$ cat src/rtl/sdram_wr_pkg.sv
package sdram_wr_pkg;

    // Command encoding on {cs_n, ras_n, cas_n, we_n}
    typedef enum logic [3:0] {
        CMD_ACT   = 4'b0011,
        CMD_WRITE = 4'b0100,
        CMD_PRE   = 4'b0010,
        CMD_NOP   = 4'b0111
    } sd_cmd_e;

    typedef enum logic [2:0] {
        ST_IDLE,
        ST_RCD,
        ST_BEAT2,
        ST_WR,
        ST_RP
    } seq_st_e;

endpackage

$ cat src/rtl/sdram_wr_addr_map.sv
module sdram_wr_addr_map #(
    parameter int ADDR_W = 24,
    parameter int BANK_W = 2,
    parameter int ROW_W  = 12,
    parameter int COL_W  = 8
) (
    input  logic [ADDR_W-1:0] addr,
    input  logic              narrow,
    output logic [BANK_W-1:0] bank,
    output logic [ROW_W-1:0]  row,
    output logic [COL_W-1:0]  col
);
    // Wide bus: 4-byte words; narrow bus: 2-byte words
    localparam int W_COL = 2;
    localparam int W_ROW = W_COL + COL_W;
    localparam int W_BNK = W_ROW + ROW_W;
    localparam int N_ROW = 1 + COL_W;
    localparam int N_BNK = N_ROW + ROW_W;

    logic unused_lsb;
    assign unused_lsb = addr[0];

    always_comb begin
        if (narrow) begin
            col  = {addr[COL_W:2], 1'b0};
            row  = addr[N_ROW +: ROW_W];
            bank = addr[N_BNK +: BANK_W];
        end else begin
            col  = addr[W_COL +: COL_W];
            row  = addr[W_ROW +: ROW_W];
            bank = addr[W_BNK +: BANK_W];
        end
    end

endmodule

$ cat src/rtl/sdram_wr_beats.sv
module sdram_wr_beats #(
    parameter int DATA_W = 32
) (
    input  logic [DATA_W-1:0]   wdata,
    input  logic [DATA_W/8-1:0] be,
    input  logic                size32,
    input  logic                narrow,
    input  logic                hsel,
    output logic [DATA_W-1:0]   b0_dq,
    output logic [DATA_W/8-1:0] b0_dqm,
    output logic [DATA_W-1:0]   b1_dq,
    output logic [DATA_W/8-1:0] b1_dqm,
    output logic                two_beat
);
    localparam int BE_W = DATA_W / 8;
    localparam int HALF = DATA_W / 2;
    localparam int HBE  = BE_W / 2;

    logic lo_en;
    logic hi_en;

    assign lo_en = size32 | ~hsel;
    assign hi_en = size32 | hsel;

    always_comb begin
        if (narrow) begin
            two_beat = 1'b1;
            b0_dq    = {{HALF{1'b0}}, wdata[HALF-1:0]};
            b1_dq    = {{HALF{1'b0}}, wdata[DATA_W-1:HALF]};
            b0_dqm   = {{HBE{1'b1}}, lo_en ? ~be[HBE-1:0]    : {HBE{1'b1}}};
            b1_dqm   = {{HBE{1'b1}}, hi_en ? ~be[BE_W-1:HBE] : {HBE{1'b1}}};
        end else begin
            two_beat = 1'b0;
            b0_dq    = wdata;
            b0_dqm   = ~be;
            b1_dq    = '0;
            b1_dqm   = '1;
        end
    end

endmodule

$ cat src/rtl/sdram_wr_timer.sv
module sdram_wr_timer #(
    parameter int W = 4
) (
    input  logic         clk,
    input  logic         rst_n,
    input  logic         load,
    input  logic [W-1:0] load_val,
    output logic         expired
);
    logic [W-1:0] cnt_d, cnt_q;

    always_comb begin
        cnt_d = cnt_q;
        if (load) begin
            cnt_d = load_val;
        end else if (cnt_q != '0) begin
            cnt_d = cnt_q - 1'b1;
        end
    end

    always_ff @(posedge clk or negedge rst_n) begin
        if (!rst_n) cnt_q <= '0;
        else        cnt_q <= cnt_d;
    end

    assign expired = (cnt_q == '0);

endmodule

$ cat src/rtl/sdram_wr_seq.sv
module sdram_wr_seq
    import sdram_wr_pkg::*;
#(
    parameter int DATA_W = 32,
    parameter int BANK_W = 2,
    parameter int ROW_W  = 12,
    parameter int COL_W  = 8,
    parameter int TMR_W  = 4,
    localparam int BE_W   = DATA_W / 8,
    localparam int ADDR_W = BANK_W + ROW_W + COL_W + 2
) (
    input  logic              clk,
    input  logic              rst_n,
    input  logic              req_valid,
    input  logic [ADDR_W-1:0] req_addr,
    input  logic [DATA_W-1:0] req_wdata,
    input  logic [BE_W-1:0]   req_be,
    input  logic              req_size32,
    output logic              req_ack,
    input  logic              cfg_narrow,
    input  logic [TMR_W-1:0]  cfg_trcd,
    input  logic [TMR_W-1:0]  cfg_twr,
    input  logic [TMR_W-1:0]  cfg_trp,
    output logic              sd_cs_n,
    output logic              sd_ras_n,
    output logic              sd_cas_n,
    output logic              sd_we_n,
    output logic [BANK_W-1:0] sd_ba,
    output logic [ROW_W-1:0]  sd_a,
    output logic [DATA_W-1:0] sd_dq,
    output logic              sd_dq_oe,
    output logic [BE_W-1:0]   sd_dqm
);
    localparam int AP_BIT = 10;

    typedef struct packed {
        seq_st_e           st;
        logic [ADDR_W-1:0] addr;
        logic [DATA_W-1:0] data;
        logic [BE_W-1:0]   be;
        logic              s32;
        sd_cmd_e           cmd;
        logic [BANK_W-1:0] ba;
        logic [ROW_W-1:0]  a;
        logic              oe;
        logic [DATA_W-1:0] dq;
        logic [BE_W-1:0]   dqm;
        logic              ack;
    } seq_regs_t;

    seq_regs_t r_d, r_q;

    logic [ADDR_W-1:0] map_addr;
    logic [BANK_W-1:0] map_bank;
    logic [ROW_W-1:0]  map_row;
    logic [COL_W-1:0]  map_col;
    logic [ROW_W-1:0]  col_bus;
    logic [DATA_W-1:0] b0_dq, b1_dq;
    logic [BE_W-1:0]   b0_dqm, b1_dqm;
    logic              two_beat;
    logic              tmr_load;
    logic [TMR_W-1:0]  tmr_val;
    logic              tmr_done;

    assign map_addr = (r_q.st == ST_IDLE) ? req_addr : r_q.addr;

    sdram_wr_addr_map #(
        .ADDR_W (ADDR_W),
        .BANK_W (BANK_W),
        .ROW_W  (ROW_W),
        .COL_W  (COL_W)
    ) u_map (
        .addr   (map_addr),
        .narrow (cfg_narrow),
        .bank   (map_bank),
        .row    (map_row),
        .col    (map_col)
    );

    sdram_wr_beats #(
        .DATA_W (DATA_W)
    ) u_beats (
        .wdata    (r_q.data),
        .be       (r_q.be),
        .size32   (r_q.s32),
        .narrow   (cfg_narrow),
        .hsel     (r_q.addr[1]),
        .b0_dq    (b0_dq),
        .b0_dqm   (b0_dqm),
        .b1_dq    (b1_dq),
        .b1_dqm   (b1_dqm),
        .two_beat (two_beat)
    );

    sdram_wr_timer #(
        .W (TMR_W)
    ) u_tmr (
        .clk      (clk),
        .rst_n    (rst_n),
        .load     (tmr_load),
        .load_val (tmr_val),
        .expired  (tmr_done)
    );

    // Column on the address pins, auto-precharge bit held low
    always_comb begin
        col_bus              = '0;
        col_bus[COL_W-1:0]   = map_col;
        col_bus[AP_BIT]      = 1'b0;
    end

    always_comb begin
        r_d      = r_q;
        r_d.cmd  = CMD_NOP;
        r_d.ba   = '0;
        r_d.a    = '0;
        r_d.oe   = 1'b0;
        r_d.dq   = '0;
        r_d.dqm  = '1;
        r_d.ack  = 1'b0;
        tmr_load = 1'b0;
        tmr_val  = '0;

        unique case (r_q.st)
            ST_IDLE: begin
                if (req_valid) begin
                    r_d.addr = req_addr;
                    r_d.data = req_wdata;
                    r_d.be   = req_be;
                    r_d.s32  = req_size32;
                    r_d.cmd  = CMD_ACT;
                    r_d.ba   = map_bank;
                    r_d.a    = map_row;
                    tmr_load = 1'b1;
                    tmr_val  = cfg_trcd;
                    r_d.st   = ST_RCD;
                end
            end
            ST_RCD: begin
                if (tmr_done) begin
                    r_d.cmd = CMD_WRITE;
                    r_d.ba  = map_bank;
                    r_d.a   = col_bus;
                    r_d.oe  = 1'b1;
                    r_d.dq  = b0_dq;
                    r_d.dqm = b0_dqm;
                    if (two_beat) begin
                        r_d.st = ST_BEAT2;
                    end else begin
                        tmr_load = 1'b1;
                        tmr_val  = cfg_twr;
                        r_d.st   = ST_WR;
                    end
                end
            end
            ST_BEAT2: begin
                r_d.oe   = 1'b1;
                r_d.dq   = b1_dq;
                r_d.dqm  = b1_dqm;
                tmr_load = 1'b1;
                tmr_val  = cfg_twr;
                r_d.st   = ST_WR;
            end
            ST_WR: begin
                if (tmr_done) begin
                    r_d.cmd  = CMD_PRE;
                    r_d.ba   = map_bank;
                    tmr_load = 1'b1;
                    tmr_val  = cfg_trp;
                    r_d.st   = ST_RP;
                end
            end
            ST_RP: begin
                if (tmr_done) begin
                    r_d.ack = 1'b1;
                    r_d.st  = ST_IDLE;
                end
            end
            default: r_d.st = ST_IDLE;
        endcase
    end

    always_ff @(posedge clk or negedge rst_n) begin
        if (!rst_n) begin
            r_q      <= '0;
            r_q.st   <= ST_IDLE;
            r_q.cmd  <= CMD_NOP;
            r_q.dqm  <= '1;
        end else begin
            r_q <= r_d;
        end
    end

    assign sd_cs_n  = r_q.cmd[3];
    assign sd_ras_n = r_q.cmd[2];
    assign sd_cas_n = r_q.cmd[1];
    assign sd_we_n  = r_q.cmd[0];
    assign sd_ba    = r_q.ba;
    assign sd_a     = r_q.a;
    assign sd_dq    = r_q.dq;
    assign sd_dq_oe = r_q.oe;
    assign sd_dqm   = r_q.dqm;
    assign req_ack  = r_q.ack;

endmodule

$ cat config.mk
export PLATFORM = sky130hd
export DESIGN_NAME = sdram_wr_seq
export DESIGN_NICKNAME = d
export VERILOG_FILES = /design/src/rtl/sdram_wr_pkg.sv /design/src/rtl/sdram_wr_addr_map.sv /design/src/rtl/sdram_wr_beats.sv /design/src/rtl/sdram_wr_timer.sv /design/src/rtl/sdram_wr_seq.sv
export SDC_FILE = /design/constraint.sdc
export NUM_CORES = 1
export LEC_CHECK = 0
export ABC_AREA = 1
export CAP_MARGIN = 10
export CELL_PAD_IN_SITES_DETAIL_PLACEMENT = 0
export CELL_PAD_IN_SITES_GLOBAL_PLACEMENT = 1
export CORE_ASPECT_RATIO = 0.8
export CORE_UTILIZATION = 36
export DETAILED_ROUTE_END_ITERATION = 7
export GPL_TIMING_DRIVEN = 0
export PLACE_DENSITY = 0.74
export SLEW_MARGIN = 20
export SYNTH_ARGS = -nofsm -noshare
export SYNTH_HDL_FRONTEND = slang
export SYNTH_SLANG_ARGS = --single-unit
$ cat constraint.sdc
create_clock -name clk -period 2.4 [get_ports clk]
set_input_delay 0.48 -clock clk [delete_from_list [all_inputs] [get_ports clk]]
set_output_delay 0.48 -clock clk [all_outputs]
set_load 0.02 [all_outputs]
## Word-level counts from Yosys, hierarchy flattened

Index checks and enable logic that the tools add are counted.
Widths: inputs -> output; s select.

- $add $sub $neg: 1
- Eq/ne operators: 8
- Muxes and demuxes: 35
- Bitwise operators: 6
- Reduce and logical (&&, ||, !) cells: 6

Operator list:

| operator | number |
|---|---|
| $mux 82 | 1 |
| $pmux 37 s2 | 1 |
| $mux 53 | 1 |
| $mux 32 | 1 |
| $mux 4 | 7 |
| $mux 24 | 1 |
| $pmux 12 s2 | 1 |
| $pmux 6 s3 | 1 |
| $mux 16 | 1 |
| $pmux 4 s4 | 1 |
| $pmux 3 s5 | 1 |
| $mux 12 | 1 |
| $mux 3 | 3 |
| $mux 2 | 4 |
| $mux 8 | 1 |
| $ne 2x2->1 const B | 4 |
| $mux 1 | 7 |
| $eq 3x2->1 const B | 2 |
| $mux 5 | 1 |
| $logic_not 4->1 | 1 |
| $not 2->2 | 2 |
| $not 4->4 | 1 |
| $pmux 1 s4 | 1 |
| $reduce_and 4->1 | 1 |
| other kinds (9) | 10 |

- Flip-flop bits (word level): 124
- Bits of input ports: 77
- Output and inout bits: 56
- Word-level logic and storage cells: 69

## Logic depth before layout (Yosys ltp)

Gate-level depths: netlist of run 1.

- Depth after elaboration: 6
- Gate-level depth with buffers: 9
- Mapped depth without buffers: 8

## By module

From an unflattened synthesis of run 1, not the netlist that was laid out.

- Cells, all modules: 872
- Area, all modules: 6562.5 um^2

Modules (own cells, without submodules):

| module | instances | cells each | area an instance (um^2) | sequential area each (um^2) |
|---|---|---|---|---|
| sdram_wr_seq | 1 | 651 | 5432.7 | 2986.6 |
| sdram_wr_beats | 1 | 117 | 601.8 | 0.0 |
| sdram_wr_addr_map | 1 | 70 | 285.3 | 0.0 |
| sdram_wr_timer | 1 | 34 | 242.7 | 100.1 |

## Worst setup path before layout of run 1

No wires, ideal clock.

- Path kind: register to register
- From: register u_tmr.cnt_q[0]
- To: register r_q (netlist bit sd_a[2])
- Setup time: 0.118 ns
- Data arrival time: 1.374 ns
- Data required time: 2.282 ns
- Path slack: 0.908 ns
- Stages on the path, launching flop included: 10
- Buffers on the path: 1
- Clock period less this slack: 1.492 ns
- Cell sequence: dfrtp_1 inv_1 ha_1 nand2_1 inv_2 nand2_1 buf_2 inv_2 nand3_1 nand2_1

RTL lines:

| element | line | text |
|---|---|---|
| start: declaration | sdram_wr_timer.sv:10 | `logic [W-1:0] cnt_d, cnt_q;` |
| start signal: assignment | sdram_wr_timer.sv:23 | `else cnt_q <= cnt_d;` |
| end signal: assignment | sdram_wr_seq.sv:190 | `r_q <= r_d;` |
| end: declaration | sdram_wr_seq.sv:51 | `seq_regs_t r_d, r_q;` |

==> results of run 1 <==
==> final cells by class <==
cell class	instances	area (µm²)
plain buffers	82	553
well taps	210	263
inverters	72	270
multi-input cells	349	1710
clock buffers	18	439
fillers	1434	7340
repair buffers	132	1340
clock inverters	14	135
flip-flops and latches	122	3060
==> timing repair <==
action / 4_1_cts / 5_1_grt
setup endpoints to repair: 0 / 0
hold buffers: 1 / 0
hold endpoints to repair: 33 / 0
==> registers in the layout (all words and copies together), names as in the netlist <==
| signal | count |
|---|---|
| r_q | 63 |
| req_ack | 1 |
| sd_a | 12 |
| sd_ba | 2 |
| sd_cas_n | 1 |
| sd_dq | 32 |
| sd_dq_oe | 1 |
| sd_dqm | 4 |
| sd_ras_n | 1 |
| sd_we_n | 1 |
| u_tmr.cnt_q | 4 |
==> how the worst min path moves through the flow <==
stage	from	endpoint	slack [ns]	depth (start not counted)
after floorplan	rst_n	r_q[100]$_DFFE_PN0P_	0.18	0
after detailed placement	r_q[60]$_DFFE_PN0P_	sd_dqm[3]$_DFF_PN1_	0.39	1
after global placement	r_q[60]$_DFFE_PN0P_	sd_dqm[3]$_DFF_PN1_	0.39	1
after global routing	r_q[59]$_DFFE_PN0P_	sd_dqm[2]$_DFF_PN1_	0.43	1
after CTS	r_q[60]$_DFFE_PN0P_	sd_dqm[3]$_DFF_PN1_	0.40	1
final	r_q[59]$_DFFE_PN0P_	sd_dqm[2]$_DFF_PN1_	0.40	1
==> stage by stage <==
stage / hold slack (ns) / utilization (%)
finish: 0.404 / 51.4
global route: 0.426 / 51.4
CTS: 0.395 / 51.4
detailed placement: 0.387 / 47.5
global placement: 0.389 / 47.4
floorplan: 0.184 / -
==> report_power, final <==
| group | internal, mW | switching, mW | total, mW |
|---|---|---|---|
| combinational | 1.29 | 1.90 | 3.18 |
| sequential | 2.78 | 0.281 | 3.06 |
| clock | 1.47 | 0.997 | 2.47 |
| total | 5.54 | 3.17 | 8.71 |
==> cells in the final DEF (no fill, tap or decap), types with 4 or more instances in the layout <==
master / instances
sky130_fd_sc_hd__inv_1: 67
sky130_fd_sc_hd__inv_6: 7
sky130_fd_sc_hd__inv_2: 5
sky130_fd_sc_hd__dfrtp_1: 115
sky130_fd_sc_hd__nand3_1: 31
sky130_fd_sc_hd__buf_2: 10
sky130_fd_sc_hd__nand2_1: 135
sky130_fd_sc_hd__a21oi_1: 5
sky130_fd_sc_hd__clkbuf_16: 17
sky130_fd_sc_hd__clkdlybuf4s50_1: 129
sky130_fd_sc_hd__buf_4: 58
sky130_fd_sc_hd__clkbuf_1: 12
sky130_fd_sc_hd__dfstp_2: 7
sky130_fd_sc_hd__o211ai_1: 32
sky130_fd_sc_hd__o22ai_1: 13
sky130_fd_sc_hd__o21ai_0: 67
sky130_fd_sc_hd__nor2_1: 37
sky130_fd_sc_hd__nand2_2: 4
sky130_fd_sc_hd__clkinvlp_4: 4
==> cells by family after synthesis <==
family / after synthesis / share of synthesized area [%]
compound gates: 125 / 13.4
xor+xnor: 2 / 0.313
fa+ha+maj: 2 / 0.447
buf+inv: 154 / 14.7
flops: 122 / 54.7
other cells: 1 / 0.0670
simple gates: 219 / 16.3
==> routing by layer <==
layer	GRT usage, %	vias up
met5	0	-
met4	6.02	0
met3	4.45	15
met2	31.2	148
met1	28.7	2310
li1	-	2279
==> flow_summary.rst, run 1 <==
.. list-table::
   :header-rows: 1

   * - Metric
     - Value
   * - Run status
     - finished, final reports clean
   * - Maximum clock path buffer count
     - 2
   * - Pins Over Slew Limit
     - 0
   * - Top Ports
     - 133
   * - Clock latency on the worst-skew pair
     - 0.42 ns
   * - Root buffer cell
     - sky130_fd_sc_hd__clkbuf_16
   * - DRT Wirelength
     - 15400 µm
   * - Clock transition time at the flip-flop clock pins of the worst setup and hold paths
     - 0.06 ns
   * - H-tree level count
     - 4
   * - Mapped cell area
     - 5590 µm²
   * - Library cells used by synthesis
     - 30
   * - PD cells
     - 1120 nW/µm²
   * - Vias in the first global route
     - 4679
   * - Pre-Repair DR Iteration Count
     - 5
   * - Min setup slack post-route
     - 0.282 ns
   * - Synthesis-to-layout area growth
     - 38.9%
   * - Final total power
     - 8.71 mW
   * - Synth Net Count
     - 704
   * - Launching instance or port of the critical path
     - cfg_narrow
   * - Ys Warns
     - 0
   * - Register bit count reported by yosys
     - 122
   * - Nets@finish
     - 855
   * - Cell breakdown of the critical path
     - clkdlybuf4s50_1 -> inv_1 -> buf_2 -> clkbuf_1 -> o211ai_1 -> nand3_1 -> nand2_1
   * - Worst Reg-to-Reg Cells
     - 9
   * - Number of synthesized flops with an enable pin
     - 0
   * - Finished Layout Cells
     - 999
   * - Pre-CTS setup slack
     - -0.125 ns
   * - Upper clock frequency limit
     - 0.472 GHz
   * - Placeable core region
     - 15100 µm²
   * - Placed instance count
     - 966
   * - Critical-path cell with the highest stage delay
     - sky130_fd_sc_hd__clkdlybuf4s50_1
   * - Non-Filler Cell Area, Final
     - 7770 µm²
   * - Largest vdd supply drop
     - 0.548 mV
   * - Number of clock sinks
     - 122
   * - Initial core utilization
     - 37.0%
   * - Minimum clock period
     - 2.12 ns
   * - Main flop type after synthesis
     - sky130_fd_sc_hd__dfrtp_1
   * - Post-route setup TNS
     - 0 ns
   * - Routability cong.
     - 0.836
   * - Die Y-Extent
     - 113 µm
   * - Worst clock skew
     - 0.00992 ns
   * - Top routing layer used
     - met4
   * - Worst stage delay on the critical path
     - 0.58 ns
   * - DR WL/cell
     - 15.4 µm
   * - Dominant cell type by area after synthesis
     - sky130_fd_sc_hd__dfrtp_1
   * - Hold Fails Final Rpt
     - 0
   * - Antenna Cells
     - 0
   * - Share of synthesized area occupied by flip-flops and latches
     - 54.7%
   * - Fraction of registers with async set/reset
     - 100%
   * - Global-route wire length before repair
     - 24400 µm
   * - Reg2Reg Capture Point
     - sd_a[3]$_DFF_PN0_
   * - Crit path max-delay family
     - buffers and inverters
   * - Worst Setup Start Kind
     - input pin
   * - Slew of the pin with the lowest slew margin
     - 0.601 ns
   * - Met3 WL
     - 753 µm
   * - Number of buffers inserted by port buffering
     - 130
   * - Pin count of the biggest net entering global routing
     - 81
   * - Class of the tightest hold or removal check
     - flop to flop
   * - Post-synth top cells
     - sky130_fd_sc_hd__nand2_1 (135), sky130_fd_sc_hd__dfrtp_1 (115), sky130_fd_sc_hd__inv_1 (67), sky130_fd_sc_hd__o21ai_0 (67), sky130_fd_sc_hd__buf_4 (58)
   * - Reg2reg start
     - u_tmr.cnt_q[0]$_DFFE_PN0P_
   * - Violation count after the first detailed-route iteration
     - 335
   * - Setup slack of the most critical reg-to-reg path
     - 0.42 ns
   * - Leakage dissipation
     - 3.70 nW
   * - Capture point of the critical path
     - sd_a[7]$_DFF_PN0_
   * - Final setup fails
     - 0
   * - Grt total ovfl
     - 0
   * - Setup Buffers After CTS
     - 0
   * - Met2 WL
     - 7120 µm
   * - Post-synthesis average cell area
     - 8.95 µm²
   * - Ratio of cells with drive above 1 in the final layout
     - 16.0%
   * - Placed wire-length estimate after detailed placement
     - 10900 µm
   * - Cell count after synthesis
     - 625
   * - Fraction of post-synthesis cell area in the top cell type by area
     - 51.4%
   * - Buffers plus inverters on the worst setup path
     - 4
   * - Remaining number of nets flagged by the antenna check after routing
     - 0
   * - Crit path max fanout
     - 10
   * - CTS resizes
     - 0
   * - Most area-consuming cells after synthesis
     - sky130_fd_sc_hd__dfrtp_1 (51%), sky130_fd_sc_hd__nand2_1 (9.1%), sky130_fd_sc_hd__buf_4 (7.8%), sky130_fd_sc_hd__o21ai_0 (6.0%), sky130_fd_sc_hd__inv_1 (4.5%)
   * - Portion of the clock cycle consumed by the worst path in the final layout
     - 88.2%
   * - CTS tree
     - yes
   * - Number of buffers created by CTS
     - 17
   * - Area after DPL
     - 7190 µm²
   * - RSZ-0062 raised after global routing
     - false
   * - Ratio of routed vias to standard cells
     - 4.76
   * - Data arrival time of the critical path
     - 2.43 ns
   * - Slew margin rel.
     - 59.9%
   * - Post-route met1 wirelength
     - 7360 µm
   * - Dominant cell by count in the synthesized netlist
     - sky130_fd_sc_hd__nand2_1
   * - Data required time of the worst path
     - 2.71 ns
   * - Critical path start-end classification
     - input pin to flop
   * - Vias
     - 4752
   * - Max Cap Violations
     - 0
   * - Die Footprint
     - 16000 µm²
   * - All-Layer GR Usage
     - 20.2%
   * - Number of rows created at floorplan
     - 40
   * - Crit path capture type
     - flop
   * - Die outline width
     - 141 µm
   * - Antenna violations before repair
     - 0
   * - Cell count along the critical path
     - 7
   * - Drc violations
     - 0
Note: power is estimated with default switching activity, not from simulation.
==> inputs of run 2 (changes only) <==
--- a/config.mk
+++ b/config.mk
@@ -14,6 +14,7 @@
 export DETAILED_ROUTE_END_ITERATION = 7
 export GPL_TIMING_DRIVEN = 0
 export PLACE_DENSITY = 0.74
+export SETUP_SLACK_MARGIN = 0.05
 export SLEW_MARGIN = 20
 export SYNTH_ARGS = -nofsm -noshare
 export SYNTH_HDL_FRONTEND = slang
==> results of run 2 <==
The final DEF is identical to that of run 1; final timing and power are the same.
